`src/rtl/nan_sel_pkg.sv`:
```
package nan_sel_pkg;
  parameter int EXP_W = 15;
  parameter int SIG_W = 64;
  localparam int IBIT = SIG_W - 1;
  localparam int QBIT = SIG_W - 2;

  typedef struct packed {
    logic             sign;
    logic [EXP_W-1:0] exp;
    logic [SIG_W-1:0] sig;
  } xreal_t;

  typedef struct packed {
    xreal_t val;
    logic   wr;
    logic   inv;
    logic   unm;
  } sel_out_t;

  localparam xreal_t QNAN_C = '{sign: 1'b1, exp: {EXP_W{1'b1}},
                                sig: {2'b11, {(SIG_W-2){1'b0}}}};
endpackage

```
`src/rtl/nan_classify.sv`:
```
module nan_classify
  import nan_sel_pkg::*;
(
  input  xreal_t op_i,
  input  logic   tag_i,
  output logic   is_nan_o,
  output logic   is_quiet_o,
  output logic   is_unsup_o
);
  logic enc_nan;
  assign enc_nan    = (&op_i.exp) & op_i.sig[IBIT];
  assign is_nan_o   = tag_i & enc_nan;
  assign is_quiet_o = tag_i & enc_nan & op_i.sig[QBIT];
  assign is_unsup_o = tag_i & ~enc_nan;
endmodule

```
`src/rtl/nan_pick.sv`:
```
module nan_pick
  import nan_sel_pkg::*;
(
  input  xreal_t   a_i,
  input  xreal_t   b_i,
  input  xreal_t   dflt_i,
  input  logic     a_nan_i,
  input  logic     a_quiet_i,
  input  logic     b_nan_i,
  input  logic     b_quiet_i,
  input  logic     unsup_i,
  input  logic     mask_i,
  output sel_out_t out_o
);
  xreal_t pick;
  xreal_t pick_fix;
  logic   sig_any;

  always_comb begin
    pick    = a_i;
    sig_any = 1'b0;
    if (a_nan_i && b_nan_i) begin
      sig_any = ~(a_quiet_i & b_quiet_i);
      if (b_i.sig > a_i.sig)      pick = b_i;
      else if (b_i.sig == a_i.sig) pick = dflt_i;
      else                         pick = a_i;
    end else if (a_nan_i) begin
      sig_any = ~a_quiet_i;
      pick    = a_i;
    end else if (b_nan_i) begin
      sig_any = ~b_quiet_i;
      pick    = b_i;
    end
  end

  // pseudo-NaN (integer bit clear) replaced by the constant quiet NaN
  assign pick_fix = pick.sig[IBIT] ? pick : QNAN_C;

  always_comb begin
    out_o.val = a_i;
    out_o.wr  = 1'b0;
    out_o.inv = 1'b0;
    out_o.unm = 1'b0;
    if (unsup_i) begin
      out_o.inv = 1'b1;
      if (mask_i) begin
        out_o.wr  = 1'b1;
        out_o.val = QNAN_C;
      end else begin
        out_o.unm = 1'b1;
      end
    end else if (a_nan_i || b_nan_i) begin
      if (!sig_any) begin
        out_o.wr  = 1'b1;
        out_o.val = pick_fix;
      end else begin
        out_o.inv = 1'b1;
        if (mask_i) begin
          out_o.wr  = 1'b1;
          out_o.val = pick_fix;
          out_o.val.sig[QBIT] = 1'b1;
        end else begin
          out_o.unm = 1'b1;
        end
      end
    end
  end
endmodule

```
`src/rtl/nan_out_stage.sv`:
```
module nan_out_stage
  import nan_sel_pkg::*;
#(
  parameter bit OUT_REG = 1'b1
) (
  input  logic     clk_i,
  input  logic     rst_ni,
  input  sel_out_t d_i,
  output sel_out_t q_o
);
  if (OUT_REG) begin : g_reg
    sel_out_t q_r;
    always_ff @(posedge clk_i or negedge rst_ni) begin
      if (!rst_ni) q_r <= '0;
      else         q_r <= d_i;
    end
    assign q_o = q_r;
  end else begin : g_pass
    logic unused_clk;
    assign unused_clk = clk_i ^ rst_ni;
    assign q_o = d_i;
  end
endmodule

```
`src/rtl/nan_select.sv`:
```
module nan_select
  import nan_sel_pkg::*;
#(
  parameter bit OUT_REG = 1'b1
) (
  input  logic             clk_i,
  input  logic             rst_ni,
  input  logic             a_sign_i,
  input  logic [EXP_W-1:0] a_exp_i,
  input  logic [SIG_W-1:0] a_sig_i,
  input  logic             a_tag_i,
  input  logic             b_sign_i,
  input  logic [EXP_W-1:0] b_exp_i,
  input  logic [SIG_W-1:0] b_sig_i,
  input  logic             b_tag_i,
  input  logic             inv_mask_i,
  input  logic             dflt_sign_i,
  input  logic [EXP_W-1:0] dflt_exp_i,
  input  logic [SIG_W-1:0] dflt_sig_i,
  output logic             res_sign_o,
  output logic [EXP_W-1:0] res_exp_o,
  output logic [SIG_W-1:0] res_sig_o,
  output logic             write_en_o,
  output logic             invalid_o,
  output logic             unmasked_o
);
  localparam int N_OP = 2;

  xreal_t   ops [N_OP];
  logic     tags[N_OP];
  logic     is_nan[N_OP], is_quiet[N_OP], is_unsup[N_OP];
  xreal_t   dflt;
  sel_out_t comb_out, reg_out;

  assign ops[0]  = '{sign: a_sign_i, exp: a_exp_i, sig: a_sig_i};
  assign ops[1]  = '{sign: b_sign_i, exp: b_exp_i, sig: b_sig_i};
  assign tags[0] = a_tag_i;
  assign tags[1] = b_tag_i;
  assign dflt    = '{sign: dflt_sign_i, exp: dflt_exp_i, sig: dflt_sig_i};

  for (genvar g = 0; g < N_OP; g++) begin : g_cls
    nan_classify u_cls (
      .op_i      (ops[g]),
      .tag_i     (tags[g]),
      .is_nan_o  (is_nan[g]),
      .is_quiet_o(is_quiet[g]),
      .is_unsup_o(is_unsup[g])
    );
  end

  nan_pick u_pick (
    .a_i      (ops[0]),
    .b_i      (ops[1]),
    .dflt_i   (dflt),
    .a_nan_i  (is_nan[0]),
    .a_quiet_i(is_quiet[0]),
    .b_nan_i  (is_nan[1]),
    .b_quiet_i(is_quiet[1]),
    .unsup_i  (is_unsup[0] | is_unsup[1]),
    .mask_i   (inv_mask_i),
    .out_o    (comb_out)
  );

  nan_out_stage #(.OUT_REG(OUT_REG)) u_out (
    .clk_i (clk_i),
    .rst_ni(rst_ni),
    .d_i   (comb_out),
    .q_o   (reg_out)
  );

  assign res_sign_o = reg_out.val.sign;
  assign res_exp_o  = reg_out.val.exp;
  assign res_sig_o  = reg_out.val.sig;
  assign write_en_o = reg_out.wr;
  assign invalid_o  = reg_out.inv;
  assign unmasked_o = reg_out.unm;


  unmasked_blocks_write_chk: assert property (@(posedge clk_i) disable iff (!rst_ni)
    unmasked_o |-> (invalid_o && !write_en_o));


  masked_result_quiet_chk: assert property (@(posedge clk_i) disable iff (!rst_ni)
    (write_en_o && invalid_o) |-> (res_sig_o[QBIT] && res_sig_o[IBIT] && (&res_exp_o)));

  if (OUT_REG) begin : g_reg_chk

    untagged_no_action_chk: assert property (@(posedge clk_i) disable iff (!rst_ni)
      (!a_tag_i && !b_tag_i) |=> (!write_en_o && !invalid_o && !unmasked_o));


    unsup_masked_const_chk: assert property (@(posedge clk_i) disable iff (!rst_ni)
      (a_tag_i && !((&a_exp_i) && a_sig_i[IBIT]) && inv_mask_i)
        |=> (write_en_o && invalid_o && res_sig_o == QNAN_C.sig && res_sign_o));
  end
endmodule

```
`config.mk`:
```
export PLATFORM = sky130hd
export DESIGN_NAME = nan_select
export DESIGN_NICKNAME = d
export VERILOG_FILES = /design/src/rtl/nan_sel_pkg.sv /design/src/rtl/nan_classify.sv /design/src/rtl/nan_pick.sv /design/src/rtl/nan_out_stage.sv /design/src/rtl/nan_select.sv
export SDC_FILE = /design/constraint.sdc
export NUM_CORES = 1
export LEC_CHECK = 0
export BUFFER_PORTS_ARGS = -buffer_cell sky130_fd_sc_hd__buf_2
export CAP_MARGIN = 20
export CORE_MARGIN = 2
export CORE_UTILIZATION = 45
export CTS_CLUSTER_SIZE = 28
export DETAILED_ROUTE_END_ITERATION = 10
export PLACE_DENSITY_LB_ADDON = 0.2
export SLEW_MARGIN = 25
export SYNTH_ARGS = -nofsm -noshare
export SYNTH_HDL_FRONTEND = slang
export SYNTH_SLANG_ARGS = --single-unit
```
`constraint.sdc`:
```
create_clock -name clk_i -period 0.8 [get_ports clk_i]
set_input_delay 0.16 -clock clk_i [delete_from_list [all_inputs] [get_ports clk_i]]
set_output_delay 0.16 -clock clk_i [all_outputs]
set_load 0.1 [all_outputs]
```
==> results of run 1 <==
-- cells by family after synthesis --
| logic type | share of synthesized area, % |
|---|---|
| fa+ha+maj | 11.5 |
| mux | 1.01 |
| simple gates | 12.6 |
| compound gates | 37.7 |
| buf+inv | 7.23 |
| flops | 29.9 |
-- timing repair --
item | 4_1_cts
endpoints found under the setup margin | 166
hold endpoints to repair | 83
pin swaps | 56
hold buffers | 1
buffers inserted | 35
gates cloned | 8
gates resized for setup | 210
-- through the flow --
stage | setup slack, ns | setup TNS [ns] | instances
after CTS | -1.53 | -147.61 | 1503
after detailed placement | -2.11 | -163.70 | 1444
after global placement | -1.99 | -153.51 | 1444
after floorplan | -1.55 | -118.41 | 784
-- cell usage after synthesis (4+ instances only) --
cell and number:
sky130_fd_sc_hd__a21oi_1 107, sky130_fd_sc_hd__inv_1 67, sky130_fd_sc_hd__ha_1 64, sky130_fd_sc_hd__o21ai_0 37
sky130_fd_sc_hd__a22o_1 10, sky130_fd_sc_hd__clkbuf_1 17, sky130_fd_sc_hd__o221ai_1 16, sky130_fd_sc_hd__nor3_1 4
sky130_fd_sc_hd__a2bb2oi_1 8, sky130_fd_sc_hd__buf_6 5, sky130_fd_sc_hd__or3_1 10, sky130_fd_sc_hd__o221ai_2 20
sky130_fd_sc_hd__o22a_1 43, sky130_fd_sc_hd__a31oi_1 11, sky130_fd_sc_hd__dfrtp_1 83, sky130_fd_sc_hd__a211oi_1 47
sky130_fd_sc_hd__nand4_1 28, sky130_fd_sc_hd__a211o_1 9, sky130_fd_sc_hd__nor4_1 7, sky130_fd_sc_hd__o22ai_1 11
sky130_fd_sc_hd__nand2_1 30, sky130_fd_sc_hd__a21o_1 4, sky130_fd_sc_hd__o21a_1 5, sky130_fd_sc_hd__buf_2 23
sky130_fd_sc_hd__nand3_1 30, sky130_fd_sc_hd__a31o_2 4, sky130_fd_sc_hd__nor2_1 24, sky130_fd_sc_hd__mux2i_1 7
==> impl_results.md, run 1 <==
* Result of the run: did not finish
* Last stage reached: global routing
* First logged error message: [ERROR DPL-0038] Utilization greater than 100%, impossible to legalize
* Clock Sink Count at 83
* Asr flop ratio synth at 100%
* Area fraction of the dominant cell type after synthesis at 29.9%
* Synthesized Nets at 1093
* CTS root buf: sky130_fd_sc_hd__clkbuf_16
* Largest buffer count on any clock path at 2
* Pin type at the end of the worst path: sequential cell input
* Buffers added on ports at 327
* Gate count of the mapped netlist at 784
* Worst-slack endpoint at the end of global-route timing repair: u_out.q_o[59]$_DFF_PN0_/D
* Post-synthesis area per instance at 8.85 um2
* #FFs+latches synth at 83
* Clock buffer count from CTS at 9
* Die X-Extent at 128 um
* Main area contributors after synthesis: sky130_fd_sc_hd__dfrtp_1, sky130_fd_sc_hd__ha_1, sky130_fd_sc_hd__a21oi_1
* Placed Area at 12300 um2
* Ports placed on the boundary at 328
* Number of warnings issued by yosys at 0
* Die Y at 128 um
* Top flip-flop cell by instance count after synthesis: sky130_fd_sc_hd__dfrtp_1
* Yosys cell types at 63
* Share of the yosys chip area belonging to registers at 29.9%
* Post-detail-place hpwl at 24400 um
* Number of enable-type register cells in the synthesized netlist at 0
* Area leader, netlist: sky130_fd_sc_hd__dfrtp_1
* Post-synth design cell area at 6940 um2
* RePlAce Congestion at 0.956
* H-tree lvl count at 3
* Standard-cell row count at 45
* Pin count of the biggest net entering global routing at 39
* Initial Util at 45.8%
==> run 2: changes to the inputs <==
CORE_UTILIZATION = 30   (was 45)
CTS_CLUSTER_SIZE = not set   (was 28)
PLACE_DENSITY_LB_ADDON = 0.15   (was 0.2)
==> run 2 against run 1 <==
The flow now finishes, with violations (negative setup slack). Area after synthesis unchanged. Synthesized cell count unchanged.
==> impl_results.md, run 2 <==
* Violations in the final reports: negative setup slack
* Max VDD drop at 0.000989 V
* Global routing's busiest layer: met2
* Pin count of the biggest net entering global routing at 34
* Wire length after detailed routing at 35100 um
* Gate count of the mapped netlist at 784 (unchanged)
* Detailed-route vias per instance at 5.49
* Initial Util at 30.6% (-15 points)
* Routed WL per cell at 21.3 um
* Total of endpoints with negative setup slack in the final report at 166
* Core ar. at 22600 um2
* DIE AREA at 24400 um2
* Period utilization at 308%
* Number of global-route vias before repair at 9221
* Top flip-flop cell by instance count after synthesis: sky130_fd_sc_hd__dfrtp_1
* GRT met3 Usage at 7.19%
* Maximum fanout encountered on the critical timing path at 4
* Result of the run: finished, violations left
* Area fraction of the dominant cell type after synthesis at 29.9% (unchanged)
* Max Fclk at 405 MHz
* Number of standard cells in the layout, taps in and fillers out at 1649
* Required time at the worst-slack endpoint at 1.04 ns
* Number of warnings issued by yosys at 0 (unchanged)
* Setup repair after global routing missed its margin: true
* CP arrival at 2.71 ns
* Flip-flop count of the largest register after layout at 83
* Met2 Track Usage GR at 48.4%
* Area leader, netlist: sky130_fd_sc_hd__dfrtp_1
* Top-count cell post-synth: sky130_fd_sc_hd__a21oi_1
* Clock tree from TritonCTS: built
* Post-synthesis area per instance at 8.85 um2 (unchanged)
* Cell area power density at 1190 nW/um2
* Main area contributors after synthesis: sky130_fd_sc_hd__dfrtp_1, sky130_fd_sc_hd__ha_1, sky130_fd_sc_hd__a21oi_1
* Post-detail-place hpwl at 25300 um (+3.9%)
* Final hold violations at 0
* M1 GR Usage at 32.1%
* Asr flop ratio synth at 100% (unchanged)
* Minimum period implied by the final worst setup slack at 2.47 ns
* Part of the power in registers at 27.4%
* Destination of the worst hold path: u_out.q_o[12]
* Internal Dissipation at 11.2 mW
* Standard-cell row count at 55 (+22%)
* Post-synth design cell area at 6940 um2 (unchanged)
* CTS root buf: sky130_fd_sc_hd__clkbuf_16
* #FFs+latches synth at 83 (unchanged)
* Number of filler instances in the final layout at 1743
* Die Y at 156 um (+22%)
* Type of origin of the critical path: input pin
* Instance count along the most critical hold path at 2
* Ports placed on the boundary at 328 (unchanged)
* Clock Sink Count at 83 (unchanged)
* Yosys cell types at 63 (unchanged)
* Clock power share at 26.1%
* Max transition margin at 50.2%
* Count of final max-slew check failures at 0
* Clock buffer count from CTS at 9 (unchanged)
* Clock transition at path regs at 0.07 ns
* Initial antenna violation count at 12
* Pin slew with the least headroom to its limit at 0.745 ns
* GR Overflow Total at 0
* Number of enable-type register cells in the synthesized netlist at 0 (unchanged)
* DR DRC count at 0
* Final Core Density at 67.2%
* Final worst slack at -1.67 ns
* Area growth from synthesis to final layout at 119%
* Crit. End Element: flip-flop
* Largest buffer count on any clock path at 2 (unchanged)
* Fraction of layout cells with a size suffix above 1 at 71.1%
* Share of power burned in combinational logic at 46.4%
* Highest-count cells in the layout ignoring fill and taps: sky130_fd_sc_hd__buf_4, sky130_fd_sc_hd__buf_2, sky130_fd_sc_hd__buf_12
* Most common cell after layout, fill and taps aside: sky130_fd_sc_hd__buf_4
* Number of nets in the finished design at 1660
* Net Switching at 6.98 mW
* RePlAce Congestion at 0.893 (-6.6%)
* Vias at 9054
* Worst hold slack at 0.0126 ns
* Share of the yosys chip area belonging to registers at 29.9% (unchanged)
* H-tree lvl count at 3 (unchanged)
* Synthesized Nets at 1093 (unchanged)
* Switching Fraction at 38.5%
* Number of max-capacitance violations reported at 0
* Buffers added on ports at 327 (unchanged)
* Drt initial violations at 490
* First-pass GRT wire length at 51200 um
* Die X-Extent at 156 um (+22%)
* Antenna viol nets, final at 0
* Source of the worst hold timing path: a_sig_i[9]
* First-pass DRT Iterations at 5
* Class of the tightest hold or removal check: input pin to flip-flop
* Commonest cells post-synth: sky130_fd_sc_hd__a21oi_1, sky130_fd_sc_hd__dfrtp_1, sky130_fd_sc_hd__inv_1
* CP Class: input pin to flip-flop
* Global-route total usage across every layer at 27.4%
* Number of placed cells counting well taps at 1559 (+8.0%)
* Leakage at 6.50 nW
run 2: per-stage QoR:
| step | power (mW) | cell area, um2 | setup slack (ns) | setup TNS (ns) |
|---|---|---|---|---|
| final | 18.1 | 15200 | -1.67 | -157.86 |
| after global routing | 18.9 | 15200 | -1.75 | -167.35 |
| after floorplan | 8.82 | 7830 | -1.55 | -118.41 |
| after detailed placement | 12.5 | 12600 | -2.14 | -165.43 |
| after CTS | 17.8 | 14300 | -1.53 | -148.64 |
| after global placement | 12.4 | 12600 | -2.05 | -159.28 |
run 2: layer usage:
| layer | up-vias | part of all wire [%] |
|---|---|---|
| met5 | - | 0.16 |
| met4 | 8 | 3.3 |
| met3 | 74 | 7.7 |
| met2 | 388 | 50 |
| met1 | 4366 | 39 |
| li1 | 4218 | - |
run 2: cells by family after synthesis:
kind of cell	Yosys count	synth area share (%)
buffers and inverters	115	7.23
DFF	83	29.9
AOI/OAI and AO/OA	357	37.7
and+or+nand+nor	158	12.6
muxes	7	1.01
adders and majority gates	64	11.5
run 2: power by group through the flow:
stage	Combinational, mW	Sequential [mW]	Clock (mW)
detailed placement	7.38	5.07	0
CTS	8.00	4.98	4.86
global route	8.85	5.00	5.06
global placement	7.34	5.06	0
floorplan	1.56	7.26	0
finish	8.42	4.97	4.74
run 2: cell type report:
class / count / area (um2) / share of cell area, %
diodes: 8 / 20.0 / 0.132
clock buffers: 9 / 225 / 1.48
clock inverters: 7 / 96.3 / 0.633
well taps: 285 / 357 / 2.34
inverters: 68 / 298 / 1.96
multi-input cells: 586 / 5920 / 38.9
repair buffers: 603 / 5920 / 38.9
flip-flops and latches: 83 / 2380 / 15.7
run 2: worst max-delay path, cell delays in order:
cell                       delay, ns
sky130_fd_sc_hd__buf_2          0.11
sky130_fd_sc_hd__inv_2          0.05
sky130_fd_sc_hd__ha_4           0.26
sky130_fd_sc_hd__nand4_1        0.21
sky130_fd_sc_hd__buf_4          0.23
sky130_fd_sc_hd__buf_4          0.13
sky130_fd_sc_hd__a211oi_2       0.16
sky130_fd_sc_hd__o31a_1         0.30
sky130_fd_sc_hd__nor2_4         0.06
sky130_fd_sc_hd__buf_6          0.13
sky130_fd_sc_hd__a21oi_4        0.22
sky130_fd_sc_hd__buf_6          0.19
sky130_fd_sc_hd__buf_12         0.13
sky130_fd_sc_hd__buf_16         0.12
sky130_fd_sc_hd__a211oi_2       0.06
sky130_fd_sc_hd__o22a_1         0.18
run 2: worst max path at each step:
stage	endpoint	slack (ns)	startpoint	depth (start not counted)
floorplan	u_out.q_o[64]	-1.55	b_sig_i[29]	10
global placement	u_out.q_o[82]	-2.05	a_sig_i[15]	13
detailed placement	u_out.q_o[7]	-2.14	a_sig_i[15]	14
CTS	u_out.q_o[55]	-1.53	a_sig_i[29]	14
global route	u_out.q_o[30]	-1.75	a_sig_i[11]	15
finish	u_out.q_o[55]	-1.67	a_sig_i[43]	16
run 2: repair_timing:
item,in CTS,in global routing
hold endpoints to repair,83,0
pin swaps,40,73
buffers inserted,21,42
gates cloned,5,4
gates resized for setup,218,116
endpoints found under the setup margin,166,166
hold buffers,1,0
No activity file was read; power rests on OpenSTA's default activity.
